[src/rtl/prio_bus_arbiter.sv]
module prio_bus_arbiter #(
  parameter int NM    = 8,
  parameter int NS    = 8,
  parameter int SW    = 4,
  parameter int NPARK = 4,
  parameter int AW    = 2,
  parameter int DW    = 32,
  parameter int PARK_RST = 2
) (
  input  logic          clk,
  input  logic          rst_n,
  input  logic [NM-1:0] req,
  input  logic          xfer_start,
  input  logic          dbus_busy,
  input  logic          cfg_wr,
  input  logic [AW-1:0] cfg_addr,
  input  logic [DW-1:0] cfg_wdata,
  output logic [DW-1:0] cfg_rdata,
  output logic [NM-1:0] addr_gnt,
  output logic          data_gnt
);
  localparam int IW      = $clog2(NM);
  localparam int SPR     = NS / 2;
  localparam int DLY_BIT = DW - 3;
  localparam int PARK_HI = DW - 5;

  logic [SW-1:0] slot_q [NS];
  logic [SW-1:0] park_q;
  logic          dly_q;
  logic [NM-1:0] gnt_q;
  logic          pend_q;

  for (genvar s = 0; s < NS; s++) begin : g_slot
    always_ff @(posedge clk or negedge rst_n)
      if (!rst_n)
        slot_q[s] <= SW'(s);
      else if (cfg_wr && cfg_addr == AW'(s / SPR))
        slot_q[s] <= cfg_wdata[DW-1-SW*(s%SPR) -: SW];
  end

  always_ff @(posedge clk or negedge rst_n)
    if (!rst_n) begin
      park_q <= SW'(PARK_RST);
      dly_q  <= 1'b0;
    end else if (cfg_wr && cfg_addr == AW'(2)) begin
      park_q <= cfg_wdata[PARK_HI -: SW];
      dly_q  <= cfg_wdata[DLY_BIT];
    end

  logic [DW-1:0] prio_rd [2];
  logic [DW-1:0] ctrl_rd;

  always_comb begin
    prio_rd[0] = '0;
    prio_rd[1] = '0;
    for (int s = 0; s < NS; s++)
      prio_rd[s/SPR][DW-1-SW*(s%SPR) -: SW] = slot_q[s];
    ctrl_rd = '0;
    ctrl_rd[DLY_BIT] = dly_q;
    ctrl_rd[PARK_HI -: SW] = park_q;
  end

  always_comb
    case (cfg_addr)
      AW'(0):  cfg_rdata = prio_rd[0];
      AW'(1):  cfg_rdata = prio_rd[1];
      AW'(2):  cfg_rdata = ctrl_rd;
      default: cfg_rdata = '0;
    endcase

  logic          win_found;
  logic [IW-1:0] win_idx;

  always_comb begin
    win_found = 1'b0;
    win_idx   = '0;
    for (int s = 0; s < NS; s++)
      if (!win_found && int'(slot_q[s]) < NM && req[slot_q[s][IW-1:0]]) begin
        win_found = 1'b1;
        win_idx   = slot_q[s][IW-1:0];
      end
  end

  wire           hold    = |(gnt_q & req);
  wire           park_ok = int'(park_q) < NPARK;
  wire  [NM-1:0] win_oh  = NM'(1) << win_idx;
  wire  [NM-1:0] park_oh = park_ok ? NM'(1) << park_q[IW-1:0] : '0;
  wire  [NM-1:0] gnt_d   = hold ? gnt_q : (win_found ? win_oh : park_oh);

  always_ff @(posedge clk or negedge rst_n)
    if (!rst_n) gnt_q <= '0;
    else        gnt_q <= gnt_d;

  assign addr_gnt = gnt_q;

  assign data_gnt = !dbus_busy && (pend_q || (xfer_start && !dly_q));

  always_ff @(posedge clk or negedge rst_n)
    if (!rst_n) pend_q <= 1'b0;
    else        pend_q <= (pend_q || xfer_start) && !data_gnt;
endmodule

[config.mk]
export PLATFORM = sky130hd
export DESIGN_NAME = prio_bus_arbiter
export DESIGN_NICKNAME = d
export VERILOG_FILES = /design/src/rtl/prio_bus_arbiter.sv
export SDC_FILE = /design/constraint.sdc
export NUM_CORES = 1
export LEC_CHECK = 0
export ABC_AREA = 1
export BUFFER_PORTS_ARGS = -buffer_cell sky130_fd_sc_hd__clkbuf_2
export CORE_MARGIN = 5
export CORE_UTILIZATION = 57
export DETAILED_ROUTE_END_ITERATION = 8
export GPL_TIMING_DRIVEN = 0
export PLACE_DENSITY = 0.93
export SYNTH_ARGS = -nofsm -noshare
export SYNTH_HDL_FRONTEND = slang
export SYNTH_SLANG_ARGS = --single-unit
[constraint.sdc]
create_clock -name clk -period 4.2 [get_ports clk]
set_input_delay 0.84 -clock clk [delete_from_list [all_inputs] [get_ports clk]]
set_output_delay 0.84 -clock clk [all_outputs]
set_load 0.02 [all_outputs]
==> results of run 1 <==
==> path summary, 6_finish.rpt <==
path	startpoint	endpoint	slack (ns)	cells after the start
max in group asynchronous	rst_n	addr_gnt[1]	2.75	1
max	cfg_addr[0]	cfg_rdata[31]	1.26	7
min in group asynchronous	rst_n	prio_rd[63]	0.76	1
min	prio_rd[19]	prio_rd[19]	0.49	2
max reg2reg	prio_rd[56]	addr_gnt[1]	1.93	15
min reg2reg	prio_rd[19]	prio_rd[19]	0.49	2
==> tightest hold or removal path, stage by stage (launching register included) <==
cell	delay [ns]
dfrtp_1	0.35
nand2_1	0.05
o21ai_0	0.06
==> routing by layer <==
metal	wire (um)	global-route usage
met4	311	0.0950
met3	907	0.0447
met5	0	0
met2	4440	0.448
met1	3940	0.373
==> report_power, final <==
group          switching (mW)  internal, mW  leakage (nW)
sequential             0.0978         0.550         0.549
combinational           0.516         0.257          1.33
clock                   0.158         0.178        0.0514
total                   0.772         0.985          1.93
==> cells by family after synthesis <==
logic type / count (synthesis) / share of synthesized area
simple gates: 208 / 0.308
compound gates: 108 / 0.190
buf+inv: 101 / 0.139
flops: 46 / 0.362
other cells: 1 / 0.00116
==> synthesized netlist by cell type <==
cell type and instances:
nor2_2 2, inv_2 10, inv_1 63, o21ai_0 59, and2_1 1, nand3_4 3, o22ai_1 11, nand3b_1 1
a211oi_1 1, o21ai_2 1, a21oi_1 18, buf_2 3, a41oi_1 2, buf_1 1, conb_1 1, nor2_1 41
o211ai_1 3, o21ai_1 3, nor2_8 1, a22o_1 1, nand2_1 103, nor2_4 3, buf_4 17, nand4_1 6
nand2_2 1, o221ai_1 5, a221oi_1 2, nand3_2 6, dfstp_2 13, clkbuf_1 7, nand2_4 1, a21oi_2 2
dfrtp_1 33, nor3_2 2, nand3_1 37
==> state kept, by name, indices dropped and copies added, names as in the netlist <==
name and count:
addr_gnt 8, dly_q 1, prio_rd 32, park_q 4
pend_q 1
==> area by class of cell <==
type / instances / area (um2)
buffer: 28 / 173
clock buffer: 6 / 72.6
clock inverter: 2 / 37.5
fill: 497 / 1760
inverter: 73 / 274
multi-input combinational: 332 / 1670
sequential: 46 / 1170
tap: 72 / 90.1
timing repair buffer: 53 / 265
==> per-stage QoR <==
step	setup slack [ns]	utilization	total power, mW	area, um2
after global routing	1.12	0.680	1.89	3750
after detailed placement	1.27	0.660	1.42	3640
after global placement	1.27	0.660	1.39	3640
final	1.26	0.680	1.76	3750
after CTS	1.26	0.680	1.75	3750
after floorplan	1.61	-	1.20	3280
==> metrics.yaml, run 1 <==
status: "finished, final reports clean"
synth_top_cell_by_area: "dfrtp_1"
cts_setup_buffers: 0
num_vias: 3420
crit_type: "primary input to output pin"
post-route-drc-count: 0
synthCells: 464
path_buf_inv: 5
power.leakage_nw: 1.93
grt_setup_unrepaired: "no"
syn_area_um2: 3220
worst_pin_slew_ns: 1.16
clock_skew_ns: 0.00516
path_cells: "clkbuf_2 > inv_1 > nor2_1 > inv_1 > clkbuf_1 > o22ai_1 > clkbuf_2"
path_delay_family: "buffers and inverters"
diodes: 0
finalNetCount: 586
fin_hold_ws_ns: 0.492
ir_drop_mv: 0.268
dr.pass1.iters: 5
area_growth_pct: 16.2
cts_resized: 0
dp_hpwl_um: 7320
cts_made_buffers: 5
synth.ff_latch_count: 46
core_area_um2: 5510
grt_overflow: 0
power_density_nw_per_um2: 469
final_common_cell: "nand2_1"
max_freq_ghz: 0.340
drive_gt1_frac: 0.231
hold_viol: 0
grt_pass1_wl_um: 16300
worstHoldPathType: "register to register"
rows: 27
synth_cell_type_count: 35
syn_area_per_cell_um2: 6.95
drtAntennaViolNets: 0
finalCriticalPeriod_ns: 2.94
final_cell_mix: "103 x nand2_1, 63 x inv_1, 59 x o21ai_0"
synth_area_leaders: "dfrtp_1 26%, nand2_1 12%, dfstp_2 11%"
die_h_um: 85.2
relSlewSlack: 0.226
post-route-period-util: 0.700
wl_um: 9600
start_kind: "primary input"
h-tree-depth: 2
finalSetupViolCount: 0
arrival_ns: 2.10
ios: 88
fin_cells: 612
gp_routability_congestion: 1.01
grt_max_degree: 47
ctsRootBufferMaster: "clkbuf_8"
vias_per_cell: 5.59
setup-tns-final_ns: 0
yosysTopAreaCellShare: 0.256
clk_pin_slew_ns: 0.09
numClockSinks: 46
slowest_delay_ns: 0.29
grt_use_total: 0.276
cp.required_ns: 3.36
slew_violations: 0
die_area_um2: 7260
yosysSeqAreaShare: 0.362
cts_hold_buf: 0
first_global_vias: 3392
initial_utilization: 0.586
io_buffers: 53
antenna_found_initial: 0
drtIter0Drc: 413
cp_max_fo: 10
cts_buffer_depth: 2
worstSkewPairLatency_ns: 0.30
place_inst: 604
crit_slowest_cell: "clkbuf_1"
die_width_um: 85.2
cap_violations: 0
crit_path_end_kind: "output pin"
synth_warnings: 0
cts_tree: "built"
wl_per_cell_um: 15.7
(Power assumes the default switching activity.)
==> run 2, diff against run 1 <==
Settings changed: ABC_AREA 1 to 0, CORE_UTILIZATION 57 to 48, PLACE_DENSITY 0.93 to 0.84.
Clock period 4.2 ns to 2.55 ns, I/O delays scaled along.
==> run 2 against run 1 <==
The run now ends with negative setup slack left. Clock power grew 100%. Utilization decreased by 7.4 points. Synthesized cell count down 36%. Global-route usage shrank 7.2 points. Synthesized area increased by 1.9%. Largest power group unchanged.
==> metrics.yaml, run 2 <==
cts_made_buffers: 5  # unchanged
place_inst: 442  # was 604
crit_slowest_cell: "dfstp_2"  # was clkbuf_1
ir_drop_mv: 0.393  # was 0.268 mV
power.leakage_nw: 1.80  # was 1.93 nW
clk_pin_slew_ns: 0.09  # about the same
post-route-drc-count: 0  # unchanged
fin_hold_ws_ns: 0.412  # was 0.492 ns
vias_per_cell: 6.13  # was 5.59
dp_hpwl_um: 6480  # was 7320 um
synth_compound_gate_area_share: 0.150  # was 0.190
gr-usage-met3: 0.0349  # was 0.0447
synth_cell_type_count: 54  # was 35
ios: 88  # unchanged
num_vias: 2794  # was 3420
cts_buffer_depth: 2  # unchanged
yosysSeqAreaShare: 0.355  # was 0.362
grt_max_degree: 47  # unchanged
worstHoldPathType: "primary input to register"  # was register to register
synth_area_leaders: "dfrtp_1 25%, mux2_2 12%, dfstp_2 10%"  # was dfrtp_1 26%, nand2_1 12%, dfstp_2 11%
cp.required_ns: 2.77  # was 3.36 ns
synth_top_family_by_area: "multiplexers"  # was simple AND/OR/NAND/NOR gates
start_kind: "register"  # was primary input
gp_routability_congestion: 0.969  # was 1.01
globalRouteMet2Util: 0.348  # was 0.448
status: "finished with violations"  # was finished, final reports clean
dr.pass1.iters: 5  # unchanged
layout_setup_ws_ns: -0.0746  # was 1.26 ns
crit_type: "register to register"  # was primary input to output pin
io_buffers: 52  # was 53
numClockSinks: 46  # unchanged
synthAdderAreaFrac: 0  # unchanged
ys.flop_type: "dfrtp_1"  # unchanged
antenna_found_initial: 0  # unchanged
crit_path_end_kind: "register"  # was output pin
die_h_um: 92.7  # was 85.2 um
multiInputGateArea_um2: 2090  # was 1670 um2
synth_edf_count: 0  # unchanged
drtAntennaViolNets: 0  # unchanged
drive_gt1_frac: 0.479  # was 0.231
rows: 30  # was 27
area_growth_pct: 24.0  # was 16.2%
arrival_ns: 2.84  # was 2.10 ns
path_cells: "mux4_2 > mux2i_2 > or2_0 > buf_4 > nand2_2 > o32a_1 > or3b_4 > o31ai_1"  # was clkbuf_2 > inv_1 > nor2_1 > inv_1 > clkbuf_1 > o22ai_1 > clkbuf_2
p_total_mw: 3.47  # was 1.76 mW
wl_um: 8980  # was 9600 um
hold_depth: 3  # was 2
grtUsageMet1: 0.275  # was 0.373
synth.ff_latch_count: 46  # unchanged
h-tree-depth: 2  # unchanged
slowest_delay_ns: 0.58  # was 0.29 ns
finalSetupViolCount: 5  # was 0
busiest_layer: "met2"  # unchanged
seq_area_um2: 1170  # about the same
synth_xor_area_frac: 0  # unchanged
core_area_um2: 6720  # was 5510 um2
relSlewSlack: 0.231  # was 0.226
hold_viol: 0  # unchanged
clock_skew_ns: 0.00538  # was 0.00516 ns
slew_violations: 0  # unchanged
syn_area_um2: 3290  # was 3220 um2
worstSkewPairLatency_ns: 0.30  # about the same
fin_cells: 456  # was 612
finalCriticalPeriod_ns: 2.62
power_density_nw_per_um2: 851  # was 469 nW/um2
final_cell_mix: "54 x clkbuf_2, 35 x mux2_2, 31 x dfrtp_1"  # was 103 x nand2_1, 63 x inv_1, 59 x o21ai_0
finalNetCount: 422  # was 586
die_width_um: 92.7  # was 85.2 um
cts_tree: "built"  # unchanged
max_freq_ghz: 0.381
violations: "negative setup slack"
netlist_top_cells_count: "35 x mux2_2, 33 x dfrtp_1, 24 x mux2i_1"  # was 103 x nand2_1, 63 x inv_1, 59 x o21ai_0
synthCells: 295  # was 464
place_ws_ns: -0.487  # was 1.27 ns
drtIter0Drc: 221  # was 413
diodes: 0  # unchanged
muxShareOfSynthArea: 0.322  # was 0
final_common_cell: "clkbuf_2"  # was nand2_1
grt_setup_unrepaired: "yes"  # was no
worst_pin_slew_ns: 1.15  # was 1.16 ns
initial_utilization: 0.489  # was 0.586
yosysMostFrequentCell: "mux2_2"  # was nand2_1
grt_use_total: 0.204  # was 0.276
fillers: 548  # was 497
reg2reg_depth: 8  # was 15
synth_top_cell_by_area: "dfrtp_1"  # unchanged
wl_per_cell_um: 19.7  # was 15.7 um
syn_area_per_cell_um2: 11.1  # was 6.95 um2
largest_reg_flops: 32  # unchanged
cp_max_fo: 4  # was 10
yosysTopAreaCellShare: 0.251  # was 0.256
grt_overflow: 0  # unchanged
async_reset_ff_frac: 1.00  # unchanged
post-route-period-util: 1.03
synthSimpleGateAreaFrac: 0.101  # was 0.308
die_area_um2: 8600  # was 7260 um2
first_global_vias: 2726  # was 3392
synth_warnings: 0  # unchanged
grt_pass1_wl_um: 13800  # was 16300 um
cap_violations: 0  # unchanged
setup-tns-final_ns: -0.266  # was 0 ns
ctsRootBufferMaster: "clkbuf_8"  # unchanged
-- run 2: routing by layer --
metal,routed length [um],up-vias
li1,-,1265
met1,3840,1380
met2,4360,140
met3,699,9
met4,77,0
met5,0,-
-- run 2: cells by family (layout without fill, tap and decap cells) --
family / count (synthesis) / count (layout)
buf+inv: 41 / 107
flops: 46 / 46
simple gates: 67 / 67
compound gates: 64 / 64
other cells: 1 / 16
mux: 76 / 76
-- run 2: critical path, delay by kind of cell, from the launching register on --
kind | cells | cell delay, ns
buffers and inverters | 1 | 0.12
AND/OR/NAND/NOR | 3 | 0.62
multiplexers | 2 | 0.69
flip-flops | 1 | 0.58
AO/OA/AOI/OAI | 2 | 0.54
-- run 2: layout make-up --
class                      count  share of cell area
multi-input combinational    223               0.514
sequential                    46               0.287
timing repair buffer          60              0.0786
buffer                        31              0.0534
tap                           80              0.0246
clock buffer                   6              0.0203
clock inverter                 2              0.0147
inverter                       8             0.00737
-- run 2: path summary, 6_finish.rpt --
path	start	endpoint	slack [ns]
max	prio_rd[53]	addr_gnt[1]	-0.07
min in group asynchronous	rst_n	pend_q	0.43
max in group asynchronous	rst_n	prio_rd[20]	1.35
min	cfg_wdata[17]	prio_rd[49]	0.41
max reg2reg	prio_rd[53]	addr_gnt[1]	-0.07
min reg2reg	pend_q	pend_q	0.53
-- run 2: stage by stage --
stage | cell area, um2 | utilization
finish | 4080 | 0.607
global placement | 3710 | 0.553
CTS | 3950 | 0.587
floorplan | 3350 | -
global route | 4080 | 0.607
detailed placement | 3710 | 0.553
-- run 2: timing repair --
action                     in CTS  in global routing
pin swaps                       6                  8
buffers inserted                6                  2
hold buffers                    0                  0
setup endpoints to repair      18                  8
gates resized for setup        18                 20
gates cloned                    0                  0
-- run 2: power by group --
part	switching [mW]	total [mW]	internal, mW	leakage, nW
clock	0.253	0.671	0.418	0.0714
combinational	0.914	1.66	0.744	1.19
sequential	0.211	1.14	0.928	0.540
==> run 3, diff against run 2 <==
Settings changed: ABC_AREA 0 to unset.
Clock period 2.55 ns to 2.4 ns, I/O delays scaled along.
==> run 3 against run 2 <==
Clock-buffer cell count down 1. Critical path depth unchanged. Non-clock buffer count unchanged. Die area unchanged. Combinational power up 5%. The run still ends with negative setup slack left. Critical endpoint is now addr_gnt[2]. Sequential share of layout area up 0.47 points. Register-to-register slack worse by 0.25 ns. Highest routed layer unchanged.
==> metrics.yaml, run 3 (synthesis gave the netlist of run 2 again) <==
status: "finished with violations"  # unchanged
violations: "negative setup slack"  # unchanged
io_buffers: 52  # unchanged
slew_violations: 0  # unchanged
worst_pin_slew_ns: 1.11  # was 1.15 ns
h-tree-depth: 2  # unchanged
num_vias: 2755  # was 2794
cts_buffer_depth: 2  # unchanged
relSlewSlack: 0.262  # was 0.231
wl_um: 8940  # was 8980 um
path_delay_family: "multiplexers"  # unchanged
die_width_um: 92.7  # unchanged
die_area_um2: 8600  # unchanged
finalNetCount: 422  # unchanged
numClockSinks: 46  # unchanged
path_cells: "mux4_2 > mux2i_2 > or2_0 > buf_4 > nand2_2 > o32a_1 > or3b_4 > o31ai_2"  # was mux4_2 > mux2i_2 > or2_0 > buf_4 > nand2_2 > o32a_1 > or3b_4 > o31ai_1
antenna_found_initial: 0  # unchanged
globalRouteMet2Util: 0.354  # was 0.348
crit_slowest_cell: "dfstp_2"  # unchanged
drive_gt1_frac: 0.479  # unchanged
grtUsageMet1: 0.278  # was 0.275
fin_cells: 456  # unchanged
post-route-period-util: 1.13  # was 1.03
ios: 88  # unchanged
die_h_um: 92.7  # unchanged
clk_pin_slew_ns: 0.09  # about the same
worstHoldPathType: "primary input to asynchronous set/reset pin"  # was primary input to register
r2r_setup_slack_ns: -0.32  # was -0.07 ns
finalCriticalPeriod_ns: 2.72  # was 2.62 ns
diodes: 0  # unchanged
core_area_um2: 6720  # unchanged
final_core_util: 0.597  # was 0.607
cts_made_buffers: 5  # unchanged
power_density_nw_per_um2: 883  # was 851 nW/um2
largest_reg_flops: 32  # unchanged
setup-tns-final_ns: -2.16  # was -0.266 ns
ctsRootBufferMaster: "clkbuf_8"  # unchanged
first_global_vias: 2726  # unchanged
cp_max_fo: 7  # was 4
final_common_cell: "clkbuf_2"  # unchanged
worstSkewPairLatency_ns: 0.30  # about the same
crit_path_end_kind: "register"  # unchanged
power.leakage_nw: 1.77  # was 1.80 nW
gp_routability_congestion: 0.934  # was 0.969
area_growth_pct: 22.0  # was 24.0%
drtAntennaViolNets: 0  # unchanged
hold_viol: 0  # unchanged
drtIter0Drc: 259  # was 221
place_inst: 442  # unchanged
dp_hpwl_um: 6590  # was 6480 um
ir_drop_mv: 0.373  # was 0.393 mV
fillers: 542  # was 548
busiest_layer: "met2"  # unchanged
grt_pass1_wl_um: 14200  # was 13800 um
grt_setup_unrepaired: "yes"  # unchanged
post-route-drc-count: 0  # unchanged
wl_per_cell_um: 19.6  # was 19.7 um
grt_use_total: 0.209  # was 0.204
gr-usage-met3: 0.0390  # was 0.0349
start_kind: "register"  # unchanged
multiInputGateArea_um2: 2060  # was 2090 um2
clock_skew_ns: 0.00337  # was 0.00538 ns
cp.required_ns: 2.61  # was 2.77 ns
finalSetupViolCount: 8  # was 5
dr.pass1.iters: 5  # unchanged
layout_setup_ws_ns: -0.321  # was -0.0746 ns
max_freq_ghz: 0.368  # was 0.381 GHz
final_cell_mix: "55 x clkbuf_2, 35 x mux2_2, 31 x dfrtp_1"  # was 54 x clkbuf_2, 35 x mux2_2, 31 x dfrtp_1
arrival_ns: 2.93  # was 2.84 ns
grt_max_degree: 47  # unchanged
seq_area_um2: 1170  # unchanged
cap_violations: 0  # unchanged
initial_utilization: 0.489  # unchanged
cts_tree: "built"  # unchanged
grt_overflow: 0  # unchanged
path_buf_inv: 1  # unchanged
slowest_delay_ns: 0.59  # was 0.58 ns
rows: 30  # unchanged
crit_type: "register to register"  # unchanged
vias_per_cell: 6.04  # was 6.13
[run 3: cell type report]
class,count,area share
flip-flops and latches,46,0.292
multi-input cells,223,0.513
repair buffers,60,0.0799
well taps,80,0.0250
plain buffers,31,0.0546
clock inverters,3,0.0112
inverters,8,0.00749
clock buffers,5,0.0172
[run 3: path summary, 6_finish.rpt]
path / from / endpoint / cells past startpoint
max: prio_rd[53] / addr_gnt[2] / 8
min: rst_n / park_q[2] / 1
max reg2reg: prio_rd[53] / addr_gnt[2] / 8
min reg2reg: pend_q / pend_q / 1
max in group asynchronous: rst_n / prio_rd[20] / 1
min in group clk: cfg_wdata[17] / prio_rd[49] / 3
[run 3: routing by layer]
| layer | wire [um] | up-vias |
|---|---|---|
| met5 | 0 | - |
| met4 | 133 | 0 |
| met3 | 768 | 31 |
| met2 | 4290 | 136 |
| met1 | 3750 | 1325 |
| li1 | - | 1263 |
[run 3: stage by stage]
stage                     power (mW)  area [um2]  hold WS (ns)  worst slack [ns]
after floorplan                 2.24        3360         0.184            -0.143
after global placement          2.60        3720         0.504            -0.568
after detailed placement        2.65        3720         0.509            -0.684
after CTS                       3.35        3920         0.384            -0.302
after global routing            3.72        4010         0.421            -0.403
final                           3.54        4010         0.373            -0.321
[run 3: timing repair]
action	CTS	global route
endpoints found under the setup margin	18	9
resized for setup	14	19
buffers inserted	5	3
pin swaps	2	7
hold buffers	0	0
[run 3: power breakdown]
part	switching, mW	internal [mW]
combinational	0.962	0.780
clock	0.277	0.310
sequential	0.226	0.986
total	1.47	2.08
[run 3: worst register-to-register path: cells and delay by family (launching register included)]
kind / cells / cell delay, ns
multiplexers: 2 / 0.69
buffers and inverters: 1 / 0.16
AND/OR/NAND/NOR: 3 / 0.63
flip-flops: 1 / 0.59
AO/OA/AOI/OAI: 2 / 0.56
